<file path="config.mk">
export PLATFORM = sky130hd
export DESIGN_NAME = oneshot_top
export DESIGN_NICKNAME = d
export VERILOG_FILES = /design/src/rtl/oneshot_pkg.sv /design/src/rtl/oneshot_sync.sv /design/src/rtl/oneshot_qual.sv /design/src/rtl/oneshot_timer.sv /design/src/rtl/oneshot_top.sv
export SDC_FILE = /design/constraint.sdc
export NUM_CORES = 1
export LEC_CHECK = 0
export BUFFER_PORTS_ARGS = -buffer_cell sky130_fd_sc_hd__buf_2
export CAP_MARGIN = 30
export CORE_MARGIN = 3
export CORE_UTILIZATION = 40
export DETAILED_ROUTE_END_ITERATION = 8
export GPL_ROUTABILITY_DRIVEN = 1
export PLACE_DENSITY_LB_ADDON = 0.05
export SLEW_MARGIN = 20
export SYNTH_ARGS = -nofsm -noshare
export SYNTH_HDL_FRONTEND = slang
export SYNTH_SLANG_ARGS = --single-unit
</file>
<file path="constraint.sdc">
create_clock -name clk -period 2 [get_ports clk]
set_input_delay 0.2 -clock clk [delete_from_list [all_inputs] [get_ports clk]]
set_output_delay 0.2 -clock clk [all_outputs]
set_load 0.02 [all_outputs]
</file>
<file path="src/rtl/oneshot_pkg.sv">
package oneshot_pkg;

    // Synchronized view of the three control inputs.
    typedef struct packed {
        logic trig_n;
        logic trig_p;
        logic clr_n;
    } lvl_t;

    // Inactive levels: both triggers disarmed, clear released.
    localparam lvl_t LVL_IDLE = '{trig_n: 1'b1, trig_p: 1'b0, clr_n: 1'b1};

endpackage

</file>
<file path="src/rtl/oneshot_sync.sv">
module oneshot_sync
    import oneshot_pkg::*;
#(
    parameter int   STAGES  = 2,
    parameter lvl_t RST_VAL = LVL_IDLE
) (
    input  logic clk,
    input  logic rst_n,
    input  lvl_t d,
    output lvl_t q
);

    typedef struct packed {
        lvl_t [STAGES-1:0] stg;
    } sync_st_t;

    sync_st_t s_d, s_q;

    always_comb begin
        s_d = s_q;
        s_d.stg[0] = d;
        for (int i = 1; i < STAGES; i++) begin
            s_d.stg[i] = s_q.stg[i-1];
        end
    end

    always_ff @(posedge clk or negedge rst_n) begin
        if (!rst_n) begin
            s_q.stg <= {STAGES{RST_VAL}};
        end else begin
            s_q <= s_d;
        end
    end

    assign q = s_q.stg[STAGES-1];

endmodule

</file>
<file path="src/rtl/oneshot_qual.sv">
module oneshot_qual
    import oneshot_pkg::*;
#(
    parameter int STAGES = 2
) (
    input  logic clk,
    input  logic rst_n,
    input  lvl_t lvl,
    output logic fire,
    output logic clr_act
);

    // Edges are trusted only once both the synchronizer and the
    // previous-sample register hold real input history.
    localparam int READY = STAGES + 1;
    localparam int SW    = $clog2(READY + 1);

    typedef struct packed {
        lvl_t          prev;
        logic [SW-1:0] settle;
    } qual_st_t;

    qual_st_t s_d, s_q;
    logic     ready;
    logic     rise_p, fall_n, rise_c;

    always_comb begin
        ready  = (s_q.settle == SW'(READY));
        rise_p = lvl.trig_p & ~s_q.prev.trig_p;
        fall_n = ~lvl.trig_n & s_q.prev.trig_n;
        rise_c = lvl.clr_n & ~s_q.prev.clr_n;

        fire = ready & lvl.clr_n &
               ((rise_p & ~lvl.trig_n) |
                (fall_n &  lvl.trig_p) |
                (rise_c & ~lvl.trig_n & lvl.trig_p));
        clr_act = ~lvl.clr_n;

        s_d        = s_q;
        s_d.prev   = lvl;
        s_d.settle = ready ? s_q.settle : s_q.settle + 1'b1;
    end

    always_ff @(posedge clk or negedge rst_n) begin
        if (!rst_n) begin
            s_q.prev   <= LVL_IDLE;
            s_q.settle <= '0;
        end else begin
            s_q <= s_d;
        end
    end

endmodule

</file>
<file path="src/rtl/oneshot_timer.sv">
module oneshot_timer #(
    parameter int WIDTH = 8
) (
    input  logic             clk,
    input  logic             rst_n,
    input  logic             fire,
    input  logic             clr_act,
    input  logic [WIDTH-1:0] len,
    output logic [WIDTH-1:0] cnt,
    output logic             busy
);

    typedef struct packed {
        logic [WIDTH-1:0] cnt;
    } tmr_st_t;

    tmr_st_t s_d, s_q;

    always_comb begin
        s_d = s_q;
        if (clr_act) begin
            s_d.cnt = '0;
        end else if (fire) begin
            s_d.cnt = len;
        end else if (s_q.cnt != '0) begin
            s_d.cnt = s_q.cnt - 1'b1;
        end
    end

    always_ff @(posedge clk or negedge rst_n) begin
        if (!rst_n) begin
            s_q.cnt <= '0;
        end else begin
            s_q <= s_d;
        end
    end

    assign cnt  = s_q.cnt;
    assign busy = (s_q.cnt != '0);

endmodule

</file>
<file path="src/rtl/oneshot_top.sv">
module oneshot_top
    import oneshot_pkg::*;
#(
    parameter int WIDTH       = 8,
    parameter int SYNC_STAGES = 2
) (
    input  logic             clk,
    input  logic             rst_n,
    input  logic             trig_n_i,
    input  logic             trig_p_i,
    input  logic             clr_n_i,
    input  logic [WIDTH-1:0] len_i,
    output logic             pulse_o,
    output logic             pulse_n_o
);

    lvl_t             lvl_raw;
    lvl_t             lvl_sync;
    logic             fire;
    logic             clr_act;
    logic [WIDTH-1:0] cnt;
    logic             busy;

    assign lvl_raw = '{trig_n: trig_n_i, trig_p: trig_p_i, clr_n: clr_n_i};

    oneshot_sync #(
        .STAGES  (SYNC_STAGES),
        .RST_VAL (LVL_IDLE)
    ) u_sync (
        .clk   (clk),
        .rst_n (rst_n),
        .d     (lvl_raw),
        .q     (lvl_sync)
    );

    oneshot_qual #(
        .STAGES (SYNC_STAGES)
    ) u_qual (
        .clk     (clk),
        .rst_n   (rst_n),
        .lvl     (lvl_sync),
        .fire    (fire),
        .clr_act (clr_act)
    );

    oneshot_timer #(
        .WIDTH (WIDTH)
    ) u_tmr (
        .clk     (clk),
        .rst_n   (rst_n),
        .fire    (fire),
        .clr_act (clr_act),
        .len     (len_i),
        .cnt     (cnt),
        .busy    (busy)
    );

    // The raw clear level masks the output so that a clear takes effect
    // without waiting for the synchronizer.
    assign pulse_o   = busy & clr_n_i;
    assign pulse_n_o = ~pulse_o;

endmodule

</file>
==> flow_summary.toml, run 1 <==
[sta]
timing_worst_slew_pin_value_ns = 0.450
clock.fmax_mhz = 533
unrepaired_setup_endpoints_after_global_routing = "false"
final-setup-viol-count = 0
slew_headroom = 0.698
clock-skew-final_ns = 0.00465
final_critical_path_time_including_i_o_delays_and_setup_ns = 1.88
fin_setup_tns_ns = 0
drv_slew = 0
layout_worst_path_cycle_share = 0.938
hold_viol = 0

[yosys]
synthesis.area_um2 = 882
syn-instance-count = 75
synth.yosys.seq_area_share = 0.548
yosys.area.top_type = "sky130_fd_sc_hd__dfrtp_1"
synth.lib_cells_used.distinct = 30
synthesis.yosys.warnings = 0
avgSynthCellArea_um2 = 11.8
synth_nets = 91
synth_top_cell_area_share = 0.369
synthTopCellsByArea = "sky130_fd_sc_hd__dfrtp_1, sky130_fd_sc_hd__dfstp_2, sky130_fd_sc_hd__xnor2_1"
synth_seq_cells = 19

[critical_path]
critPathMaxStageDelay_ns = 0.42
worst-endpoint-required_ns = 1.80
crit_path_capture_type = "output port"
worst-path-max-fanout = 5
rr_endpoint = "u_tmr.cnt[4]"
slowest_stage = "sky130_fd_sc_hd__dfrtp_1"
worstReg2RegStart = "u_tmr.cnt[0]"
worst_reg2reg_setup_slack_ns = 0.32
chain_of_cells_forming_the_critical_path = "inv_2, ha_2, nor3b_4, and2_4, nand2b_1, inv_1, buf_2"
criticalPathCategory = "reg -> out"
signal_arrival_time_at_the_worst_endpoint_ns = 1.68
r2r_cells = 7
cp-start-kind = "flop"

[floorplanning]
initial_core_util = 0.436
io_pins = 15
placement_rows = 16
chipHeight_um = 53.0
core_um2 = 2020
dieWidth_um = 53.0
die-area_um2 = 2800

[final_layout]
multi_input_combinational_cell_area_um2 = 382
antenna_cells = 0
final-seq-area_um2 = 483
nFillCells = 184
drive_gt1_frac = 0.376
numnets_final = 118
layout_common_cells = "sky130_fd_sc_hd__buf_2, sky130_fd_sc_hd__dfrtp_1"
flow.area_growth_from_synthesis_pct = 24.5
leading_cell_type_in_the_layout_fill_and_taps_excluded = "sky130_fd_sc_hd__buf_2"
final_non_filler_cell_total = 128

[place]
numPortBuffers = 14
detailed_place_hpwl_mm = 1.10
placed_cells_incl_taps = 114
routabilityCongestion = 0.717

[power]
ir_worst_vdd_mv = 0.625
static_leak_nw = 0.482
power_w = 0.00141
cellPowerDensity_nw_per_um2 = 1280

[clocking]
tritoncts.num_buffers = 3
later_pin_clock_latency_in_the_skew_report_ns = 0.29
cts-htree-levels = 1
clk_pin_slew_ns = 0.11
numClockSinks = 19
clock-root-buffer = "sky130_fd_sc_hd__clkbuf_4"
clk_path_buf_depth = 2
tritoncts = "built"

[grt]
grt_remaining_overflow = 0
grt_util_all_layers = 0.143
via_count_of_the_first_global_routing_pass = 616
gr-usage-met3 = 0.0338
met1_demand_to_capacity_share_in_global_routing = 0.184
globalRoute.busiestLayer = "met2"
globalRouteMet2Util = 0.219
grt_antenna_before_repair = 0
grt_max_degree = 20
wire_length_of_the_first_global_routing_pass_mm = 2.75

[min_path]
holdCritPathClass = "in -> reg"
timing.hold.worst.start = "len_i[6]"
hold-path-endpoint = "u_tmr.cnt[6]"
hold_path_depth = 2

[routing]
antenna_violating_nets_remaining = 0
drt_pre_antenna_iters = 2
drt_iter0_markers = 7
drt-total-wl_mm = 1.58
vias = 609
drc = 0
post_drt_wl_per_cell_um = 12.4
routed_via_count_divided_by_cell_count = 4.76

[run_status]
run_status = "complete, no violations"

[run]
drv_cap = 0
-- power breakdown --
| group | internal (W) | total (W) | switching, W |
|---|---|---|---|
| clock network | 0.0000759 | 0.000195 | 0.000119 |
| logic | 0.000382 | 0.000670 | 0.000287 |
| registers | 0.000455 | 0.000547 | 0.0000922 |
| total | 0.000913 | 0.00141 | 0.000498 |
-- stage by stage --
stage | hold slack [ns] | setup WS [ns] | utilization | area, um2
detailed placement | 0.160 | 0.340 | 0.482 | 975
global placement | 0.162 | 0.373 | 0.482 | 975
CTS | 0.105 | 0.0145 | 0.517 | 1040
floorplan | -0.0956 | 0.401 | - | 882
finish | 0.115 | 0.123 | 0.543 | 1100
global route | 0.105 | 0.00657 | 0.543 | 1100
-- registers in the layout (all words and copies together) (netlist names) --
| signal | cells |
|---|---|
| u_qual.s_q | 5 |
| u_sync.q | 3 |
| u_sync.s_d | 3 |
| u_tmr.cnt | 8 |
-- logic make-up after synthesis --
| logic type | count (synthesis) | synth area share |
|---|---|---|
| DFF | 19 | 0.548 |
| and+or+nand+nor | 24 | 0.184 |
| AOI/OAI and AO/OA | 15 | 0.112 |
| muxes | 2 | 0.0241 |
| adders and majority gates | 3 | 0.0426 |
| buffers and inverters | 6 | 0.0298 |
| xor gates and xnor gates | 6 | 0.0596 |
-- critical path, delay by kind of cell (launching register included) --
kind / cells / cell delay (ns)
AND/OR/NAND/NOR: 3 / 0.51
flip-flops: 1 / 0.42
buffers and inverters: 3 / 0.27
adder cells (fa/ha/maj): 1 / 0.19
-- worst max path at each step --
stage | startpoint | endpoint | slack [ns] | depth (start not counted)
after global placement | u_qual.s_q[0] | u_tmr.cnt[4] | 0.37 | 5
final | u_tmr.cnt[0] | pulse_o | 0.12 | 7
after global routing | u_tmr.cnt[1] | pulse_o | 0.007 | 7
after floorplan | u_tmr.cnt[0] | pulse_o | 0.40 | 6
after CTS | u_tmr.cnt[0] | pulse_o | 0.01 | 7
after detailed placement | u_qual.s_q[0] | u_tmr.cnt[4] | 0.34 | 5
-- synth_stat cells --
master and count:
sky130_fd_sc_hd__dfrtp_1 13, sky130_fd_sc_hd__dfstp_2 6, sky130_fd_sc_hd__mux2_2 1, sky130_fd_sc_hd__ha_1 3, sky130_fd_sc_hd__nor2_1 3, sky130_fd_sc_hd__or3_1 1
sky130_fd_sc_hd__buf_4 1, sky130_fd_sc_hd__a211o_1 1, sky130_fd_sc_hd__nand3b_1 1, sky130_fd_sc_hd__a21boi_1 2, sky130_fd_sc_hd__inv_1 4, sky130_fd_sc_hd__a21oi_1 6
sky130_fd_sc_hd__and2_0 1, sky130_fd_sc_hd__and2_4 1, sky130_fd_sc_hd__nor4_4 1, sky130_fd_sc_hd__nor4b_1 1, sky130_fd_sc_hd__o21ai_0 2, sky130_fd_sc_hd__mux2i_1 1
sky130_fd_sc_hd__clkbuf_1 1, sky130_fd_sc_hd__and2_1 1, sky130_fd_sc_hd__a32o_1 2, sky130_fd_sc_hd__nor2b_1 1, sky130_fd_sc_hd__nand4_1 1, sky130_fd_sc_hd__nor3b_2 2
sky130_fd_sc_hd__xnor2_1 6, sky130_fd_sc_hd__and4_1 1, sky130_fd_sc_hd__nand2_1 5, sky130_fd_sc_hd__nor3_1 3, sky130_fd_sc_hd__nand2b_1 1, sky130_fd_sc_hd__o21a_1 2
-- metal layers --
metal,routed length (um),vias up,part of all wire
met5,0,-,0
met4,18,0,0.011
met3,66,2,0.042
met2,728,13,0.46
met1,770,282,0.49
li1,-,312,-
-- final cells by class --
class / instances / area share
flip-flops and latches: 19 / 0.440
multi-input cells: 50 / 0.347
repair buffers: 24 / 0.141
well taps: 27 / 0.0308
clock buffers: 3 / 0.0205
inverters: 4 / 0.0137
clock inverters: 1 / 0.00683
-- what timing repair did --
item | CTS | global route
resized for setup | 0 | 4
endpoints found under the setup margin | 0 | 2
setup buffers | 0 | 6
endpoints found under the hold margin | 16 | 0
hold buffers | 4 | 0
(Power assumes the default switching activity.)
==> run 2: changes to the inputs <==
==> constraint.sdc (replaced) <==
create_clock -name clk -period 2 [get_ports clk]
set_input_delay 0.4 -clock clk [delete_from_list [all_inputs] [get_ports clk]]
set_output_delay 0.4 -clock clk [all_outputs]
set_load 0.02 [all_outputs]
==> run 2 against run 1 <==
  * First-iteration DRC count grew to 3.6 times the previous value
  * Global-route usage is 0.16 points lower
  * Hold slack worse by 0.094 ns
  * Die area stayed put
  * Register-to-register slack worse by 0.04 ns
  * Maximum frequency is 4.8% lower
  * Non-clock buffer count stayed put
  * Flip-flop and latch count stayed put
  * Setup slack worse by 0.095 ns
  * Utilization is 0.68 points higher
  * Critical path type unchanged
  * Critical endpoint is now pulse_n_o
==> flow_summary.toml, run 2 (same netlist as run 1, synthesis figures left out) <==
[run_status]
run_status = "complete, no violations"

[routing]
drt-total-wl_mm = 1.66
drt_pre_antenna_iters = 4
post_drt_wl_per_cell_um = 12.9
drt_iter0_markers = 25
routed_via_count_divided_by_cell_count = 5.02
vias = 643
drc = 0
antenna_violating_nets_remaining = 0

[critical_path]
cp-start-kind = "flop"
r2r_cells = 8
worst-path-max-fanout = 2
worst-endpoint-required_ns = 1.60
worstReg2RegStart = "u_tmr.cnt[0]"
worst_reg2reg_setup_slack_ns = 0.28
criticalPathCategory = "reg -> out"
signal_arrival_time_at_the_worst_endpoint_ns = 1.57
timing.critical_path.from = "u_tmr.cnt[1]"
rr_endpoint = "u_tmr.cnt[4]"
crit_path_capture_type = "output port"

[sta]
clock.fmax_mhz = 507
clock-skew-final_ns = 0.00325
fin_setup_tns_ns = 0
final.setup.worst_slack_ns = 0.0284
timing_worst_slew_pin_value_ns = 0.422
final-setup-viol-count = 0
layout_worst_path_cycle_share = 0.986
final_critical_path_time_including_i_o_delays_and_setup_ns = 1.97
drv_slew = 0
slew_headroom = 0.719
hold_viol = 0
holdWs_ns = 0.0209
unrepaired_setup_endpoints_after_global_routing = "true"

[floorplanning]
chipHeight_um = 53.0
initial_core_util = 0.436
die-area_um2 = 2800
placement_rows = 16
io_pins = 15
dieWidth_um = 53.0
core_um2 = 2020

[power]
clock_power_share = 0.132
static_leak_nw = 0.489
ir_worst_vdd_mv = 0.965
cellPowerDensity_nw_per_um2 = 1360
p_int_w = 0.000979
power.sequential.fraction = 0.358
sw_frac_of_total = 0.352
switching_power_w = 0.000532
power.share.combinational = 0.510

[place]
routabilityCongestion = 0.724
post-place-ws_ns = 0.188
numPortBuffers = 14
detailed_place_hpwl_mm = 1.13

[final_layout]
register_with_the_most_flip_flops = "u_tmr.cnt"
largest_register_ffs = 8
numnets_final = 118
layout_common_cells = "sky130_fd_sc_hd__buf_2, sky130_fd_sc_hd__dfrtp_1, sky130_fd_sc_hd__buf_4"
antenna_cells = 0
reg_top3 = "u_tmr.cnt x8, u_qual.s_q x5"
flow.area_growth_from_synthesis_pct = 26.1
nFillCells = 189
drive_gt1_frac = 0.436

[clocking]
tritoncts = "built"
cts-hold-fix-buffers = 0
tritoncts.num_buffers = 3
clock-root-buffer = "sky130_fd_sc_hd__clkbuf_4"
cts-htree-levels = 1
clk_pin_slew_ns = 0.12
numClockSinks = 19
clk_path_buf_depth = 2
later_pin_clock_latency_in_the_skew_report_ns = 0.29

[grt]
wire_length_of_the_first_global_routing_pass_mm = 2.86
grt_util_all_layers = 0.141
grt_antenna_before_repair = 0
grt_max_degree = 20
via_count_of_the_first_global_routing_pass = 613
grt_remaining_overflow = 0

[run]
drv_cap = 0

[min_path]
holdCritPathClass = "in -> async"
==> run 2: cell types whose count changed in the layout (fill, tap and decap cells not counted), sizes merged <==
cell,before,now
buf,20,24
dlygate4sd3,4,0
==> run 2: what timing repair did <==
| action | 4_1_cts | 5_1_grt |
|---|---|---|
| endpoints found under the setup margin | 2 | 2 |
| pin swaps | 0 | 1 |
| cloned | 0 | 0 |
| buffers inserted | 5 | 3 |
| resized for setup | 5 | 4 |
==> run 2: worst max-delay path by stage <==
stage                     slack [ns]  depth (start not counted)         to
after floorplan                 0.20                          6    pulse_o
after global placement          0.25                          7    pulse_o
after detailed placement        0.19                          7    pulse_o
after CTS                      0.002                          7    pulse_o
after global routing           -0.03                          7    pulse_o
final                           0.03                          6  pulse_n_o
==> run 2: per-layer routing <==
layer  GRT usage  part of all wire  wire [um]  up-vias
met1       0.198              0.48        792      309
met2       0.217              0.46        765       20
li1            -                 -          -      314
met5           0                 0          0        -
met4      0.0383                 0          0        0
met3      0.0338             0.059         97        0
==> run 2: through the flow <==
stage | utilization | cells | instance area, um2 | power (W)
after global routing | 0.550 | 128 | 1110 | 0.00164
after CTS | 0.532 | 125 | 1080 | 0.00146
after global placement | 0.489 | 116 | 990 | 0.00112
after floorplan | - | 75 | 882 | 0.000969
final | 0.550 | 128 | 1110 | 0.00151
after detailed placement | 0.489 | 116 | 990 | 0.00112
==> run 2: critical path: stages (launching register included) <==
cell and delay, ns:
sky130_fd_sc_hd__dfrtp_1 0.41, sky130_fd_sc_hd__inv_2 0.09, sky130_fd_sc_hd__ha_4 0.13, sky130_fd_sc_hd__nor3b_4 0.19, sky130_fd_sc_hd__and2_4 0.18, sky130_fd_sc_hd__nand2b_4 0.12, sky130_fd_sc_hd__buf_2 0.15
==> run 2: power groups by stage <==
stage	clock network, W	registers, W	logic [W]
floorplan	0	0.000526	0.000444
global placement	0	0.000541	0.000580
detailed placement	0	0.000545	0.000580
CTS	0.000211	0.000541	0.000705
global route	0.000222	0.000552	0.000866
finish	0.000200	0.000540	0.000770
==> run 2: cell type report <==
class	instances	area (um2)	area share
clock buffer	3	22.5	0.0202
timing repair buffer	24	151	0.136
tap	27	33.8	0.0304
sequential	19	483	0.434
multi-input combinational	50	399	0.359
clock inverter	1	7.51	0.00675
inverter	4	15.0	0.0135
